--- src/rtl/npc_pkg.sv ---
package npc_pkg;

  typedef enum logic [3:0] {
    CF_NONE = 4'd0,
    CF_EQ   = 4'd1,
    CF_NE   = 4'd2,
    CF_LEZ  = 4'd3,
    CF_GTZ  = 4'd4,
    CF_LTZ  = 4'd5,
    CF_GEZ  = 4'd6,
    CF_JMP  = 4'd7,
    CF_CALL = 4'd8,
    CF_JREG = 4'd9
  } cf_kind_e;

  function automatic logic is_cond_branch(input logic [3:0] k);
    return (k >= 4'd1) && (k <= 4'd6);
  endfunction

  function automatic logic is_region_jump(input logic [3:0] k);
    return (k == 4'd7) || (k == 4'd8);
  endfunction

endpackage

--- src/rtl/npc_cond.sv ---
module npc_cond
  import npc_pkg::*;
#(
  parameter int XLEN = 32
) (
  input  logic [3:0]      kind,
  input  logic [XLEN-1:0] rs,
  input  logic [XLEN-1:0] rt,
  output logic            take
);

  logic eq_w;
  logic neg_w;
  logic zero_w;

  always_comb begin
    eq_w   = (rs == rt);
    neg_w  = rs[XLEN-1];
    zero_w = (rs == '0);
  end

  always_comb begin
    unique case (kind)
      CF_EQ:   take = eq_w;
      CF_NE:   take = !eq_w;
      CF_LEZ:  take = neg_w || zero_w;
      CF_GTZ:  take = !neg_w && !zero_w;
      CF_LTZ:  take = neg_w;
      CF_GEZ:  take = !neg_w;
      CF_JMP, CF_CALL, CF_JREG: take = 1'b1;
      default: take = 1'b0;
    endcase
  end

endmodule

--- src/rtl/npc_target.sv ---
module npc_target
  import npc_pkg::*;
#(
  parameter int XLEN  = 32,
  parameter int OFF_W = 16,
  parameter int JT_W  = 26
) (
  input  logic [XLEN-1:0]  pc,
  input  logic [3:0]       kind,
  input  logic [XLEN-1:0]  rs,
  input  logic [OFF_W-1:0] off,
  input  logic [JT_W-1:0]  jf,
  output logic [XLEN-1:0]  tgt,
  output logic [XLEN-1:0]  link,
  output logic             link_en
);

  localparam int EXT_W = XLEN - OFF_W - 2;
  localparam int REG_W = XLEN - JT_W - 2;

  logic [XLEN-1:0] slot_pc;
  logic [XLEN-1:0] rel_tgt;
  logic [XLEN-1:0] abs_tgt;

  always_comb begin
    slot_pc = pc + XLEN'(4);
    rel_tgt = slot_pc + {{EXT_W{off[OFF_W-1]}}, off, 2'b00};
    abs_tgt = {slot_pc[XLEN-1 -: REG_W], jf, 2'b00};
  end

  always_comb begin
    if (is_region_jump(kind))      tgt = abs_tgt;
    else if (kind == CF_JREG)      tgt = rs;
    else                           tgt = rel_tgt;
    link    = slot_pc;
    link_en = (kind == CF_CALL);
  end

endmodule

--- src/rtl/npc_seq.sv ---
module npc_seq #(
  parameter int              XLEN     = 32,
  parameter logic [XLEN-1:0] RESET_PC = 32'h0040_0000
) (
  input  logic            clk,
  input  logic            rst_n,
  input  logic            adv,
  input  logic            take,
  input  logic [XLEN-1:0] tgt,
  output logic [XLEN-1:0] pc_q,
  output logic [XLEN-1:0] pc_nxt
);

  logic            pend_v_q, pend_v_d;
  logic [XLEN-1:0] pend_t_q, pend_t_d;
  logic [XLEN-1:0] pc_d;

  always_comb begin
    pc_nxt   = pend_v_q ? pend_t_q : (pc_q + XLEN'(4));
    pc_d     = pc_q;
    pend_v_d = pend_v_q;
    pend_t_d = pend_t_q;
    if (adv) begin
      pc_d     = pc_nxt;
      pend_v_d = take;
      if (take) pend_t_d = tgt;
    end
  end

  always_ff @(posedge clk or negedge rst_n) begin
    if (!rst_n) begin
      pc_q     <= RESET_PC;
      pend_v_q <= 1'b0;
      pend_t_q <= '0;
    end else begin
      pc_q     <= pc_d;
      pend_v_q <= pend_v_d;
      pend_t_q <= pend_t_d;
    end
  end


  hold_pc_chk: assert property (@(posedge clk) disable iff (!rst_n)
    !adv |=> $stable(pc_q) && $stable(pend_v_q));


  slot_step_chk: assert property (@(posedge clk) disable iff (!rst_n)
    adv && !pend_v_q |=> pc_q == $past(pc_q) + XLEN'(4));


  slot_xfer_chk: assert property (@(posedge clk) disable iff (!rst_n)
    adv && pend_v_q && take |=> pend_v_q);

endmodule

--- src/rtl/npc_unit.sv ---
module npc_unit
  import npc_pkg::*;
#(
  parameter int          XLEN     = 32,
  parameter int          OFF_W    = 16,
  parameter int          JT_W     = 26,
  parameter logic [31:0] RESET_PC = 32'h0040_0000
) (
  input  logic             clk,
  input  logic             rst_n,
  input  logic             adv,
  input  logic [3:0]       cf_kind,
  input  logic [XLEN-1:0]  rs_val,
  input  logic [XLEN-1:0]  rt_val,
  input  logic [OFF_W-1:0] br_off,
  input  logic [JT_W-1:0]  j_field,
  output logic [XLEN-1:0]  pc_o,
  output logic [XLEN-1:0]  pc_next_o,
  output logic             taken_o,
  output logic [XLEN-1:0]  link_val_o,
  output logic             link_we_o
);

  logic            take_w;
  logic [XLEN-1:0] tgt_w;
  logic [XLEN-1:0] link_w;
  logic            link_en_w;

  npc_cond #(.XLEN(XLEN)) u_cond (
    .kind (cf_kind),
    .rs   (rs_val),
    .rt   (rt_val),
    .take (take_w)
  );

  npc_target #(.XLEN(XLEN), .OFF_W(OFF_W), .JT_W(JT_W)) u_tgt (
    .pc      (pc_o),
    .kind    (cf_kind),
    .rs      (rs_val),
    .off     (br_off),
    .jf      (j_field),
    .tgt     (tgt_w),
    .link    (link_w),
    .link_en (link_en_w)
  );

  npc_seq #(.XLEN(XLEN), .RESET_PC(XLEN'(RESET_PC))) u_seq (
    .clk    (clk),
    .rst_n  (rst_n),
    .adv    (adv),
    .take   (take_w),
    .tgt    (tgt_w),
    .pc_q   (pc_o),
    .pc_nxt (pc_next_o)
  );

  always_comb begin
    taken_o    = take_w;
    link_val_o = link_w;
    link_we_o  = link_en_w;
  end


  link_take_chk: assert property (@(posedge clk) disable iff (!rst_n)
    link_we_o |-> taken_o && (link_val_o == pc_o + XLEN'(4)));


  jump_take_chk: assert property (@(posedge clk) disable iff (!rst_n)
    (cf_kind == CF_JMP || cf_kind == CF_JREG) |-> taken_o && !link_we_o);

endmodule

--- config.mk ---
export PLATFORM = sky130hd
export DESIGN_NAME = npc_unit
export DESIGN_NICKNAME = d
export VERILOG_FILES = /design/src/rtl/npc_pkg.sv /design/src/rtl/npc_cond.sv /design/src/rtl/npc_target.sv /design/src/rtl/npc_seq.sv /design/src/rtl/npc_unit.sv
export SDC_FILE = /design/constraint.sdc
export NUM_CORES = 1
export LEC_CHECK = 0
export BUFFER_PORTS_ARGS = -buffer_cell sky130_fd_sc_hd__buf_2
export CORE_UTILIZATION = 49
export DETAILED_ROUTE_END_ITERATION = 10
export PLACE_DENSITY = 0.78
export SLEW_MARGIN = 25
export SYNTH_ARGS = -nofsm -noshare
export SYNTH_HDL_FRONTEND = slang
export SYNTH_HIERARCHICAL = 1
export SYNTH_SLANG_ARGS = --single-unit
--- constraint.sdc ---
create_clock -name clk -period 3.7 [get_ports clk]
set_clock_uncertainty 0.1 [all_clocks]
set_input_delay 0.185 -clock clk [delete_from_list [all_inputs] [get_ports clk]]
set_output_delay 0.185 -clock clk [all_outputs]
set_load 0.03 [all_outputs]
==> After elaboration in Yosys (flattened, before gate mapping) <==
Index checks and enable logic that the tools add are counted.
{ "op_classes": {"addsub": 2, "n_mul": 0, "div": 0, "n_lt_le_gt_ge": 0, "eq_ne": 10, "shifts": 0, "muxes": 4, "bitwise_logic": 0, "reduce_logical": 9} }
{ "ops": {"columns": ["op", "count"], "rows": [
  ["$mux W32", 3],
  ["$add A32 B3 Y32 const B", 1],
  ["$add A32 B32 Y32", 1],
  ["$eq A32 B32 Y1", 1],
  ["$logic_not A32 Y1", 1],
  ["$eq A4 B3 Y1 const B", 4],
  ["$eq A4 B2 Y1 const B", 2],
  ["$eq A4 B4 Y1 const B", 2],
  ["$pmux W1 S7", 1],
  ["$eq A4 B1 Y1 const B", 1],
  ["$logic_not A1 Y1", 3],
  ["$reduce_or A3 Y1", 1],
  ["$logic_or A1 B1 Y1", 2],
  ["$reduce_and A2 Y1", 1],
  ["$logic_and A1 B1 Y1", 1]
]} }
{ "totals": {"ff_bits": 65, "latch_bits": 0, "ram_bits": 0, "romBits": 0, "in_bits": 113, "out_inout_bits": 98, "elab_cells": 28, "mem_count": 0} }

==> Longest topological paths before layout <==
Gate-level depths: netlist (run 1).
{ "depth": {"ltp_word": 5, "mapped_depth": 19, "depth_no_buf": 18} }

==> By module <==
The synthesis (run 1) kept the hierarchy.
{ "by_module_without_submodules": {"columns": ["mod", "n_inst", "cells_per_inst", "area_each_um2", "seq_area_each_um2"], "rows": [
  ["npc_seq", 1, 382, 3956.3, 1627.8],
  ["npc_target", 1, 412, 2782.7, 0.0],
  ["npc_cond", 1, 72, 550.5, 0.0]
]} }

==> Worst setup path after synthesis (run 1) <==
No wires, ideal clock.
{ "synth_timing": {"kind": "flip-flop to flip-flop", "startpoint": "register u_seq.pc_q[2]", "endpoint": "register u_seq.pend_t_q[31]", "setup_ns": 0.125, "arrival_time_ns": 4.290, "required_ns": 3.475, "path_slack_ns": -0.815, "stages_incl_launch_ff": 19, "path_buffers": 1, "period_less_slack_ns": 4.515, "cell_sequence": "dfrtp_1 -> ha_1 -> nand4_1 -> nor2_1 -> nand4_2 -> nor2_1 -> xor2_1 -> ha_1 -> buf_6 -> a21o_1 -> a21o_1 -> a21oi_2 -> o21bai_1 -> a2111oi_2 -> a21oi_1 -> xor2_1 -> o21ai_1 -> a221oi_1 -> mux2_2"} }
{ "synth_via": {"elab_chain_cells": 4} }
{ "synth_rtl": {"columns": ["element", "line", "source"], "rows": [
  ["from (decl)", "npc_seq.sv:10", "output logic [XLEN-1:0] pc_q,"],
  ["from (signal assigned)", "npc_seq.sv:36", "pc_q <= pc_d;"],
  ["$add A32 B3 Y32", "npc_target.sv:26", "slot_pc = pc + XLEN'(4);"],
  ["named net link_val_o[24]", "npc_unit.sv:20", "output logic [XLEN-1:0] link_val_o,"],
  ["$add A32 B32 Y32", "npc_target.sv:27", "rel_tgt = slot_pc + {{EXT_W{off[OFF_W-1]}}, off, 2'b00};"],
  ["$mux W32", "npc_target.sv:33", "else if (kind == CF_JREG) tgt = rs;"],
  ["$mux W32", "npc_target.sv:32", "if (is_region_jump(kind)) tgt = abs_tgt;"],
  ["named net tgt_w[31]", "npc_unit.sv:25", "logic [XLEN-1:0] tgt_w;"],
  ["to (signal assigned)", "npc_seq.sv:38", "pend_t_q <= pend_t_d;"],
  ["to (decl)", "npc_seq.sv:15", "logic [XLEN-1:0] pend_t_q, pend_t_d;"]
]} }
The timed path passes the listed nets, and every way through them passes these cells.
A chain may end at the register's enable or synchronous reset.

==> Worst setup path after layout (run 1) <==
{ "layout_timing": {"startpoint": "register u_seq.pc_q[12]", "endpoint": "register u_seq.pend_t_q[31]"} }
{ "layout_via": {"elab_chain_cells": 4} }
{ "layout_rtl": {"columns": ["element", "line"], "rows": [
  ["$add A32 B3 Y32 *", "npc_target.sv:26"],
  ["$add A32 B32 Y32", "npc_target.sv:27"],
  ["$mux W32", "npc_target.sv:33"],
  ["$mux W32 *", "npc_target.sv:32"],
  ["named net tgt_w[31]", "npc_unit.sv:25"]
]} }
Mark *: on every way through the listed nets, which the timed path passes. The rest lies on a longest branch.

==> results of run 1 <==
[metal layers]
metal  global-route usage  vias up  routed length [um]  share of wire
met5                    0        -                   0              0
met4              0.09747        0                 696          0.025
met3              0.05769       52                2436          0.089
met2               0.5490      473               12600           0.46
met1               0.4657     3868               11610           0.42
li1                     -     3703                   -              -
[final cells by class]
class / count / area share
well taps: 184 / 0.02405
multi-input cells: 733 / 0.5948
clock buffers: 12 / 0.02470
repair buffers: 289 / 0.1734
clock inverters: 4 / 0.002091
flip-flops and latches: 65 / 0.1719
inverters: 23 / 0.009018
[power groups by stage]
stage,Combinational (mW),Sequential [mW],Clock [mW]
finish,6.00,1.43,0.770
floorplan,3.49,1.76,0
detailed placement,5.65,1.40,0
global placement,5.58,1.38,0
global route,6.41,1.46,0.812
CTS,5.69,1.39,0.775
[what timing repair did]
item	CTS	global route
hold buffers	1	0
setup endpoints to repair	3	14
buffers inserted	0	7
pin swaps	3	33
gates resized for setup	1	41
hold endpoints to repair	38	0
[stage by stage]
step	util	hold slack (ns)	total power, mW	worst slack [ns]
detailed placement	0.6216	0.2745	7.046	-0.03015
floorplan	-	-0.2106	5.248	-0.2720
finish	0.6587	0.1677	8.195	-0.07938
global placement	0.6216	0.2683	6.967	0.04998
CTS	0.6407	0.1476	7.859	0.0006213
global route	0.6587	0.1634	8.681	-0.3163
[flip-flops by register name, summed over array words and instances, names as in the netlist]
signal and count:
u_seq/pend_v_q 1, u_seq/pc_q 32, u_seq/pend_t_q 32
[cells in the mapped netlist, types with 5 or more instances]
| cell | number |
|---|---|
| sky130_fd_sc_hd__mux2i_1 | 5 |
| sky130_fd_sc_hd__o21ai_1 | 27 |
| sky130_fd_sc_hd__o21ai_0 | 33 |
| sky130_fd_sc_hd__a31oi_1 | 7 |
| sky130_fd_sc_hd__nand4_1 | 26 |
| sky130_fd_sc_hd__nor2_1 | 50 |
| sky130_fd_sc_hd__a22oi_1 | 8 |
| sky130_fd_sc_hd__mux2_2 | 60 |
| sky130_fd_sc_hd__buf_1 | 6 |
| sky130_fd_sc_hd__ha_1 | 36 |
| sky130_fd_sc_hd__clkbuf_1 | 23 |
| sky130_fd_sc_hd__xnor2_1 | 81 |
| sky130_fd_sc_hd__inv_1 | 20 |
| sky130_fd_sc_hd__xor2_1 | 25 |
| sky130_fd_sc_hd__nand2b_1 | 6 |
| sky130_fd_sc_hd__and3_1 | 9 |
| sky130_fd_sc_hd__nor4_1 | 12 |
| sky130_fd_sc_hd__o22ai_1 | 9 |
| sky130_fd_sc_hd__nand2_1 | 81 |
| sky130_fd_sc_hd__a21oi_1 | 57 |
| sky130_fd_sc_hd__nor3_1 | 20 |
| sky130_fd_sc_hd__nand3_1 | 33 |
| sky130_fd_sc_hd__nor2b_1 | 7 |
| sky130_fd_sc_hd__nand3b_1 | 9 |
| sky130_fd_sc_hd__a211oi_1 | 6 |
| sky130_fd_sc_hd__a21o_1 | 15 |
| sky130_fd_sc_hd__buf_4 | 5 |
| sky130_fd_sc_hd__dfrtp_1 | 64 |
[worst max-delay path, delay by kind of cell, from the launching register on]
family / cells / cell delay [ns]
AO/OA/AOI/OAI: 7 / 1.12
XOR/XNOR: 2 / 0.46
adder cells (fa/ha/maj): 1 / 0.23
buffers and inverters: 1 / 0.09
flip-flops: 1 / 0.35
multiplexers: 1 / 0.29
AND/OR/NAND/NOR: 5 / 1.03
[cell families after synthesis]
| group | synth area share |
|---|---|
| AO/OA/AOI/OAI | 0.2077 |
| XOR/XNOR | 0.1274 |
| adder cells (fa/ha/maj) | 0.06454 |
| buffers and inverters | 0.04531 |
| flip-flops | 0.2233 |
| multiplexers | 0.09955 |
| AND/OR/NAND/NOR | 0.2322 |
[how the worst max path moves through the flow]
stage,slack [ns],endpoint,depth (start not counted)
6_report,-0.08,u_seq/pend_t_q[31],17
5_1_grt,-0.32,u_seq/pend_t_q[31],17
4_1_cts,0.0006,u_seq/pend_t_q[31],18
3_5_place_dp,-0.03,u_seq/pend_t_q[28],16
3_3_place_gp,0.05,u_seq/pend_t_q[31],17
2_1_floorplan,-0.27,u_seq/pend_t_q[31],19
[placed cells by master, fill, tap and decap left out, drive strengths merged, types with 8 or more instances in the layout]
master / instances
buf: 288
a22oi: 8
nor3: 25
a21oi: 59
nand3b: 9
and4: 8
nand2: 83
xnor2: 81
ha: 36
inv: 23
mux2: 60
nand3: 35
nand4: 30
o22ai: 10
o21ai: 62
nor4: 17
xor2: 25
dfrtp: 64
a21o: 19
nor2: 51
and3: 10
clkbuf: 12
==> flow_results.xml, run 1 <==
<?xml version="1.0" encoding="UTF-8"?>
<metrics>
  <group name="outcome">
    <metric name="status" unit="">finished with violations</metric>
    <metric name="violations_in_the_final_reports" unit="">setup timing</metric>
  </group>
  <group name="die">
    <metric name="pin_count" unit="">211</metric>
    <metric name="start_util" unit="">0.5015</metric>
    <metric name="die-area" unit="sq um">15370</metric>
    <metric name="dieWidth" unit="um">124.0</metric>
    <metric name="row_count" unit="">44</metric>
    <metric name="die-height" unit="um">124.0</metric>
    <metric name="floorplan.core_area" unit="sq um">14530</metric>
  </group>
  <group name="final_layout">
    <metric name="layout-area-overhead-vs-synth" unit="%">31.33</metric>
    <metric name="area_occupied_by_registers" unit="sq um">1645</metric>
    <metric name="multiInputGateArea" unit="sq um">5694</metric>
    <metric name="antenna_cells" unit="">0</metric>
    <metric name="num-nets-final" unit="">1271</metric>
    <metric name="final_layout_fill_cell_count" unit="">1209</metric>
    <metric name="finalInstanceArea" unit="sq um">9573</metric>
    <metric name="post_layout_nonfiller_instances" unit="">1310</metric>
    <metric name="drive_above_1_share" unit="">0.4183</metric>
  </group>
  <group name="setup_path">
    <metric name="endpoint_kind" unit="">flop</metric>
    <metric name="timing.critical_path.from" unit="">u_seq/pc_q[12]</metric>
    <metric name="cell_chain_critical_path" unit="">nand4_1 &gt; inv_2 &gt; and3_4 &gt; and4_4 &gt; and4_4 &gt; nand4_1 &gt; xnor2_4 &gt; ha_4 &gt; a21o_1 &gt; a21oi_2 &gt; o21bai_1 &gt; a2111oi_2 &gt; a21oi_1 &gt; xor2_1 &gt; o21ai_1 &gt; a221oi_2 &gt; mux2_2</metric>
    <metric name="timing.critical_path.slowest_cell_delay" unit="ns">0.35</metric>
    <metric name="crit_path_top_delay_cell" unit="">sky130_fd_sc_hd__dfrtp_2</metric>
    <metric name="crit_fanout" unit="">5</metric>
    <metric name="r2r.worst_path.cells" unit="">17</metric>
    <metric name="reg2reg_setup_slack" unit="ns">-0.08</metric>
    <metric name="timing.rr.start" unit="">u_seq/pc_q[12]</metric>
    <metric name="cp.required" unit="ns">3.82</metric>
    <metric name="timing.critical_path.from_type" unit="">flop</metric>
    <metric name="reg2reg_end" unit="">u_seq/pend_t_q[31]</metric>
    <metric name="cp_data_arrival_time" unit="ns">3.90</metric>
    <metric name="timing_worst_setup_path_type" unit="">flop to flop</metric>
  </group>
  <group name="detailed_routing">
    <metric name="drt-wirelength-per-cell" unit="um">20.87</metric>
    <metric name="postRouteWirelength" unit="mm">27.34</metric>
    <metric name="antenna_violating_nets_post_route" unit="">0</metric>
    <metric name="detail_route.first_pass.iterations" unit="">5</metric>
    <metric name="drt-vias-per-instance" unit="">6.180</metric>
    <metric name="detail_route.iter0.violations" unit="">795</metric>
    <metric name="detail_route.drc_violations" unit="">0</metric>
    <metric name="num_vias" unit="">8096</metric>
  </group>
  <group name="logic_synthesis">
    <metric name="postSynth.topFlopCell" unit="">sky130_fd_sc_hd__dfrtp_1</metric>
    <metric name="synthesis.yosys.warnings" unit="">6</metric>
    <metric name="post_synth_num_cell_types" unit="">96</metric>
    <metric name="postSynthNetCount" unit="">1016</metric>
    <metric name="synthesis.instances" unit="">866</metric>
    <metric name="synthArstFlopShare" unit="">1.000</metric>
    <metric name="top_cell_type_s_share_of_synthesized_area" unit="">0.2197</metric>
    <metric name="synth-seq-cells" unit="">65</metric>
    <metric name="seq_area_frac_synth" unit="">0.2233</metric>
    <metric name="avgSynthCellArea" unit="sq um">8.417</metric>
    <metric name="netlist.top_cell.by_area" unit="">sky130_fd_sc_hd__dfrtp_1</metric>
    <metric name="synthTopCellsByArea" unit="">sky130_fd_sc_hd__dfrtp_1 22%, sky130_fd_sc_hd__xnor2_1 9.7%, sky130_fd_sc_hd__mux2_2 9.3%, sky130_fd_sc_hd__ha_1 6.2%, sky130_fd_sc_hd__nand2_1 4.2%</metric>
    <metric name="syn_area" unit="sq um">7289</metric>
    <metric name="synth_enable_flop_cells" unit="">0</metric>
  </group>
  <group name="pwr">
    <metric name="power_leakage" unit="nW">4.243</metric>
    <metric name="vdd_ir_drop_max" unit="mV">0.4400</metric>
    <metric name="power_frac_clock" unit="">0.094</metric>
    <metric name="proportion_of_power_drawn_by_combinational_gates" unit="">0.732</metric>
    <metric name="seq_power_share" unit="">0.174</metric>
    <metric name="switching_share" unit="">0.5295</metric>
    <metric name="switching_power" unit="mW">4.339</metric>
    <metric name="p_int" unit="mW">3.856</metric>
    <metric name="pwr_density_cell" unit="nW/um^2">856.1</metric>
  </group>
  <group name="grt">
    <metric name="overall_global_routing_resource_usage" unit="">0.3400</metric>
    <metric name="antenna_found_initial" unit="">0</metric>
    <metric name="grt_overflow" unit="">0</metric>
    <metric name="grt_first_pass_wirelength" unit="mm">38.88</metric>
    <metric name="via_count_of_the_first_global_routing_pass" unit="">7145</metric>
    <metric name="maximum_number_of_pins_on_one_net_before_global_route_repair" unit="">61</metric>
  </group>
  <group name="sta">
    <metric name="timing.fmax" unit="GHz">0.2646</metric>
    <metric name="setup_total_negative_slack" unit="ns">-0.07938</metric>
    <metric name="report.final.setup_viol" unit="">1</metric>
    <metric name="slew_headroom" unit="">0.4191</metric>
    <metric name="transition_at_the_pin_with_the_smallest_max_transition_slack" unit="ns">0.8696</metric>
    <metric name="finalHoldViolCount" unit="">0</metric>
    <metric name="maxSlewViolCount" unit="">0</metric>
    <metric name="minimum_setup_slack_in_the_final_design" unit="ns">-0.07938</metric>
    <metric name="setup_repair_after_global_routing_missed_its_margin" unit="">yes</metric>
    <metric name="period_minus_slack" unit="ns">3.779</metric>
    <metric name="post-route-period-util" unit="">1.021</metric>
  </group>
  <group name="worst_hold_path">
    <metric name="worst_hold_end" unit="">u_seq/pend_t_q[6]</metric>
    <metric name="min_path_type" unit="">input port to flop</metric>
    <metric name="worst_hold_path.num_cells" unit="">4</metric>
    <metric name="holdCritStartpoint" unit="">j_field[4]</metric>
  </group>
  <group name="clock_network">
    <metric name="clk_latency" unit="ns">0.34</metric>
    <metric name="cts.root.buffer_cell" unit="">sky130_fd_sc_hd__clkbuf_16</metric>
    <metric name="cts-root-to-sink-buffers" unit="">2</metric>
    <metric name="clk_transition_reported_paths" unit="ns">0.06</metric>
    <metric name="htree_levels" unit="">3</metric>
    <metric name="cts_tree" unit="">yes</metric>
    <metric name="cts-buffers-inserted" unit="">9</metric>
    <metric name="clkSinkCount" unit="">65</metric>
  </group>
  <group name="placed_design">
    <metric name="weighted_congestion_reported_at_the_end_of_routability_driven_placement" unit="">1.018</metric>
    <metric name="io_buffers" unit="">210</metric>
    <metric name="detailed_place.area" unit="sq um">9034</metric>
    <metric name="dp.final_hpwl" unit="mm">20.94</metric>
    <metric name="placed_cells_incl_taps" unit="">1287</metric>
  </group>
  <group name="job">
    <metric name="max_cap_violations" unit="">0</metric>
  </group>
</metrics>
No activity file was read; power rests on OpenSTA's default activity.
==> inputs of run 2 (changes only) <==
- CTS_CLUSTER_DIAMETER: default -> 120
- SLEW_MARGIN: 25 -> default
- clock period: 3.7 -> 3.3 ns (I/O delays scaled with it)
==> flow_results.xml, run 2 (synthesis gave the netlist of run 1 again) <==
<?xml version="1.0" encoding="UTF-8"?>
<metrics>
  <group name="pwr">
    <metric name="p_int" unit="mW">5.446</metric>
    <metric name="power_frac_clock" unit="">0.098</metric>
    <metric name="proportion_of_power_drawn_by_combinational_gates" unit="">0.753</metric>
    <metric name="power_leakage" unit="nW">4.940</metric>
    <metric name="switching_power" unit="mW">5.843</metric>
    <metric name="seq_power_share" unit="">0.149</metric>
    <metric name="vdd_ir_drop_max" unit="mV">0.5234</metric>
    <metric name="switching_share" unit="">0.5176</metric>
    <metric name="pwr_density_cell" unit="nW/um^2">1024</metric>
  </group>
  <group name="final_layout">
    <metric name="antenna_cells" unit="">0</metric>
    <metric name="final_layout_fill_cell_count" unit="">936</metric>
    <metric name="layout-area-overhead-vs-synth" unit="%">51.20</metric>
    <metric name="layout.core_utilization" unit="">0.7584</metric>
    <metric name="drive_above_1_share" unit="">0.5252</metric>
    <metric name="biggestRegsByFlops" unit="">u_seq/pc_q (32), u_seq/pend_t_q (32), u_seq/pend_v_q (1)</metric>
    <metric name="num-nets-final" unit="">1377</metric>
    <metric name="layout_commonest_cell" unit="">sky130_fd_sc_hd__buf_2</metric>
    <metric name="final_cell_mix" unit="">210 x sky130_fd_sc_hd__buf_2, 168 x sky130_fd_sc_hd__buf_4, 74 x sky130_fd_sc_hd__nand2_1, 65 x sky130_fd_sc_hd__xnor2_1, 53 x sky130_fd_sc_hd__mux2_2</metric>
  </group>
  <group name="setup_path">
    <metric name="cell_chain_critical_path" unit="">ha_4 &gt; nand4_1 &gt; nor2_2 &gt; buf_6 &gt; nand4_4 &gt; nor2_4 &gt; xor2_4 &gt; ha_4 &gt; a21o_1 &gt; a21o_1 &gt; a21oi_2 &gt; o21bai_1 &gt; a2111oi_2 &gt; a21oi_1 &gt; xor2_1 &gt; o21ai_1 &gt; a221oi_1 &gt; mux2_2</metric>
    <metric name="cp_data_arrival_time" unit="ns">4.18</metric>
    <metric name="critical-path-top-delay-family" unit="">compound AO/OA/AOI/OAI gates</metric>
    <metric name="reg2reg_setup_slack" unit="ns">-0.69</metric>
    <metric name="timing.critical_path.slowest_cell_delay" unit="ns">0.41</metric>
    <metric name="crit_path_top_delay_cell" unit="">sky130_fd_sc_hd__dfrtp_2</metric>
    <metric name="timing_worst_setup_path_type" unit="">flop to flop</metric>
    <metric name="crit_fanout" unit="">4</metric>
    <metric name="endpoint_kind" unit="">flop</metric>
    <metric name="cp.required" unit="ns">3.49</metric>
    <metric name="timing.critical_path.from_type" unit="">flop</metric>
    <metric name="worstPathBufferInverterCount" unit="">1</metric>
  </group>
  <group name="clock_network">
    <metric name="clk_latency" unit="ns">0.35</metric>
    <metric name="cts-buffers-inserted" unit="">9</metric>
    <metric name="cts.root.buffer_cell" unit="">sky130_fd_sc_hd__clkbuf_16</metric>
    <metric name="htree_levels" unit="">3</metric>
    <metric name="cts_tree" unit="">yes</metric>
    <metric name="clk_transition_reported_paths" unit="ns">0.07</metric>
    <metric name="cts-root-to-sink-buffers" unit="">2</metric>
    <metric name="clkSinkCount" unit="">65</metric>
  </group>
  <group name="detailed_routing">
    <metric name="drt-vias-per-instance" unit="">6.636</metric>
    <metric name="detail_route.first_pass.iterations" unit="">8</metric>
    <metric name="detail_route.drc_violations" unit="">0</metric>
    <metric name="detail_route.iter0.violations" unit="">1259</metric>
    <metric name="postRouteWirelength" unit="mm">34.81</metric>
    <metric name="drt-wirelength-per-cell" unit="um">24.58</metric>
    <metric name="antenna_violating_nets_post_route" unit="">0</metric>
    <metric name="num_vias" unit="">9397</metric>
  </group>
  <group name="sta">
    <metric name="report.final.setup_viol" unit="">22</metric>
    <metric name="maxSlewViolCount" unit="">0</metric>
    <metric name="setup_repair_after_global_routing_missed_its_margin" unit="">yes</metric>
    <metric name="slew_headroom" unit="">0.5093</metric>
    <metric name="period_minus_slack" unit="ns">3.992</metric>
    <metric name="minimum_setup_slack_in_the_final_design" unit="ns">-0.6919</metric>
    <metric name="timing.fmax" unit="GHz">0.2505</metric>
    <metric name="transition_at_the_pin_with_the_smallest_max_transition_slack" unit="ns">0.7345</metric>
    <metric name="finalHoldViolCount" unit="">0</metric>
    <metric name="post-route-period-util" unit="">1.210</metric>
  </group>
  <group name="outcome">
    <metric name="status" unit="">finished with violations</metric>
    <metric name="violations_in_the_final_reports" unit="">setup timing</metric>
  </group>
  <group name="grt">
    <metric name="antenna_found_initial" unit="">1</metric>
    <metric name="overall_global_routing_resource_usage" unit="">0.4010</metric>
    <metric name="grt_first_pass_wirelength" unit="mm">46.08</metric>
    <metric name="maximum_number_of_pins_on_one_net_before_global_route_repair" unit="">48</metric>
    <metric name="grt_overflow" unit="">0</metric>
    <metric name="via_count_of_the_first_global_routing_pass" unit="">8451</metric>
  </group>
  <group name="die">
    <metric name="row_count" unit="">44</metric>
    <metric name="floorplan.core_area" unit="sq um">14530</metric>
    <metric name="pin_count" unit="">211</metric>
    <metric name="die-area" unit="sq um">15370</metric>
    <metric name="start_util" unit="">0.5015</metric>
    <metric name="die-height" unit="um">124.0</metric>
    <metric name="dieWidth" unit="um">124.0</metric>
  </group>
  <group name="placed_design">
    <metric name="io_buffers" unit="">210</metric>
    <metric name="dp.final_hpwl" unit="mm">21.10</metric>
    <metric name="post-place-ws" unit="ns">-0.3904</metric>
    <metric name="weighted_congestion_reported_at_the_end_of_routability_driven_placement" unit="">0.9575</metric>
  </group>
  <group name="worst_hold_path">
    <metric name="min_path_type" unit="">input port to flop</metric>
  </group>
  <group name="job">
    <metric name="max_cap_violations" unit="">0</metric>
  </group>
</metrics>
run 2: cell count changes in the layout (fill, tap and decap cells not counted), moves of 7 or more:
cell / before / now
sky130_fd_sc_hd__xnor2_1: 72 / 65
sky130_fd_sc_hd__buf_6: 3 / 14
sky130_fd_sc_hd__a21oi_1: 52 / 33
sky130_fd_sc_hd__buf_4: 76 / 168
sky130_fd_sc_hd__ha_1: 29 / 22
sky130_fd_sc_hd__a21oi_2: 6 / 23
run 2: path summary, 6_finish.rpt:
check                             startpoint                 end  depth (start not counted)
max                            u_seq/pc_q[2]  u_seq/pend_t_q[31]                         18
min                              j_field[13]  u_seq/pend_t_q[15]                          4
max reg2reg                    u_seq/pc_q[2]  u_seq/pend_t_q[31]                         18
min reg2reg                u_seq/pend_t_q[9]   u_seq/pend_t_q[9]                          1
max in group asynchronous              rst_n      u_seq/pc_q[22]                          3
min in group asynchronous              rst_n  u_seq/pend_t_q[30]                          2
run 2: power groups by stage:
| stage | registers [mW] | clock network [mW] | logic (mW) |
|---|---|---|---|
| 2_1_floorplan | 1.97 | 0 | 3.92 |
| 4_1_cts | 1.58 | 1.07 | 7.47 |
| 5_1_grt | 1.69 | 1.14 | 8.84 |
| 6_report | 1.68 | 1.11 | 8.50 |
| 3_5_place_dp | 1.57 | 0 | 6.81 |
| 3_3_place_gp | 1.55 | 0 | 6.72 |
run 2: per-stage QoR:
| step | cell area, sq um | total power, mW | instances | setup TNS [ns] | hold slack [ns] |
|---|---|---|---|---|---|
| after global placement | 9580 | 8.270 | 1356 | -2.331 | 0.04817 |
| after global routing | 11020 | 11.67 | 1416 | -9.873 | 0.1329 |
| after CTS | 10590 | 10.12 | 1400 | -2.151 | 0.08610 |
| final | 11020 | 11.29 | 1416 | -8.892 | 0.09564 |
| after floorplan | 7471 | 5.893 | 866 | -7.806 | -0.2306 |
| after detailed placement | 9580 | 8.381 | 1356 | -3.746 | 0.04461 |
run 2: worst min-delay path, cell delays in order:
cell and delay, ns:
sky130_fd_sc_hd__buf_2 0.07, sky130_fd_sc_hd__nand2_1 0.05, sky130_fd_sc_hd__o21ai_2 0.08, sky130_fd_sc_hd__mux2_4 0.15
run 2: metal layers:
metal | part of all wire | up-vias | track usage
met5 | 0 | - | 0
met4 | 0.061 | 0 | 0.1935
met3 | 0.12 | 219 | 0.08425
met2 | 0.45 | 842 | 0.6497
met1 | 0.36 | 4414 | 0.5076
li1 | - | 3922 | -
run 2: timing repair:
action,4_1_cts,5_1_grt
setup buffers,33,16
setup endpoints to repair,19,23
gates cloned,0,0
endpoints found under the hold margin,18,0
hold buffers,1,0
resized for setup,86,59
pin swaps,61,48
run 2: layout make-up:
class                   instances  area [sq um]  area share
inverters                      23         86.33    0.007833
flip-flops and latches         65          1647      0.1494
repair buffers                395          2520      0.2286
multi-input cells             733          6208      0.5633
well taps                     184         230.2     0.02089
clock buffers                  11         252.7     0.02293
clock inverters                 5         77.57    0.007038
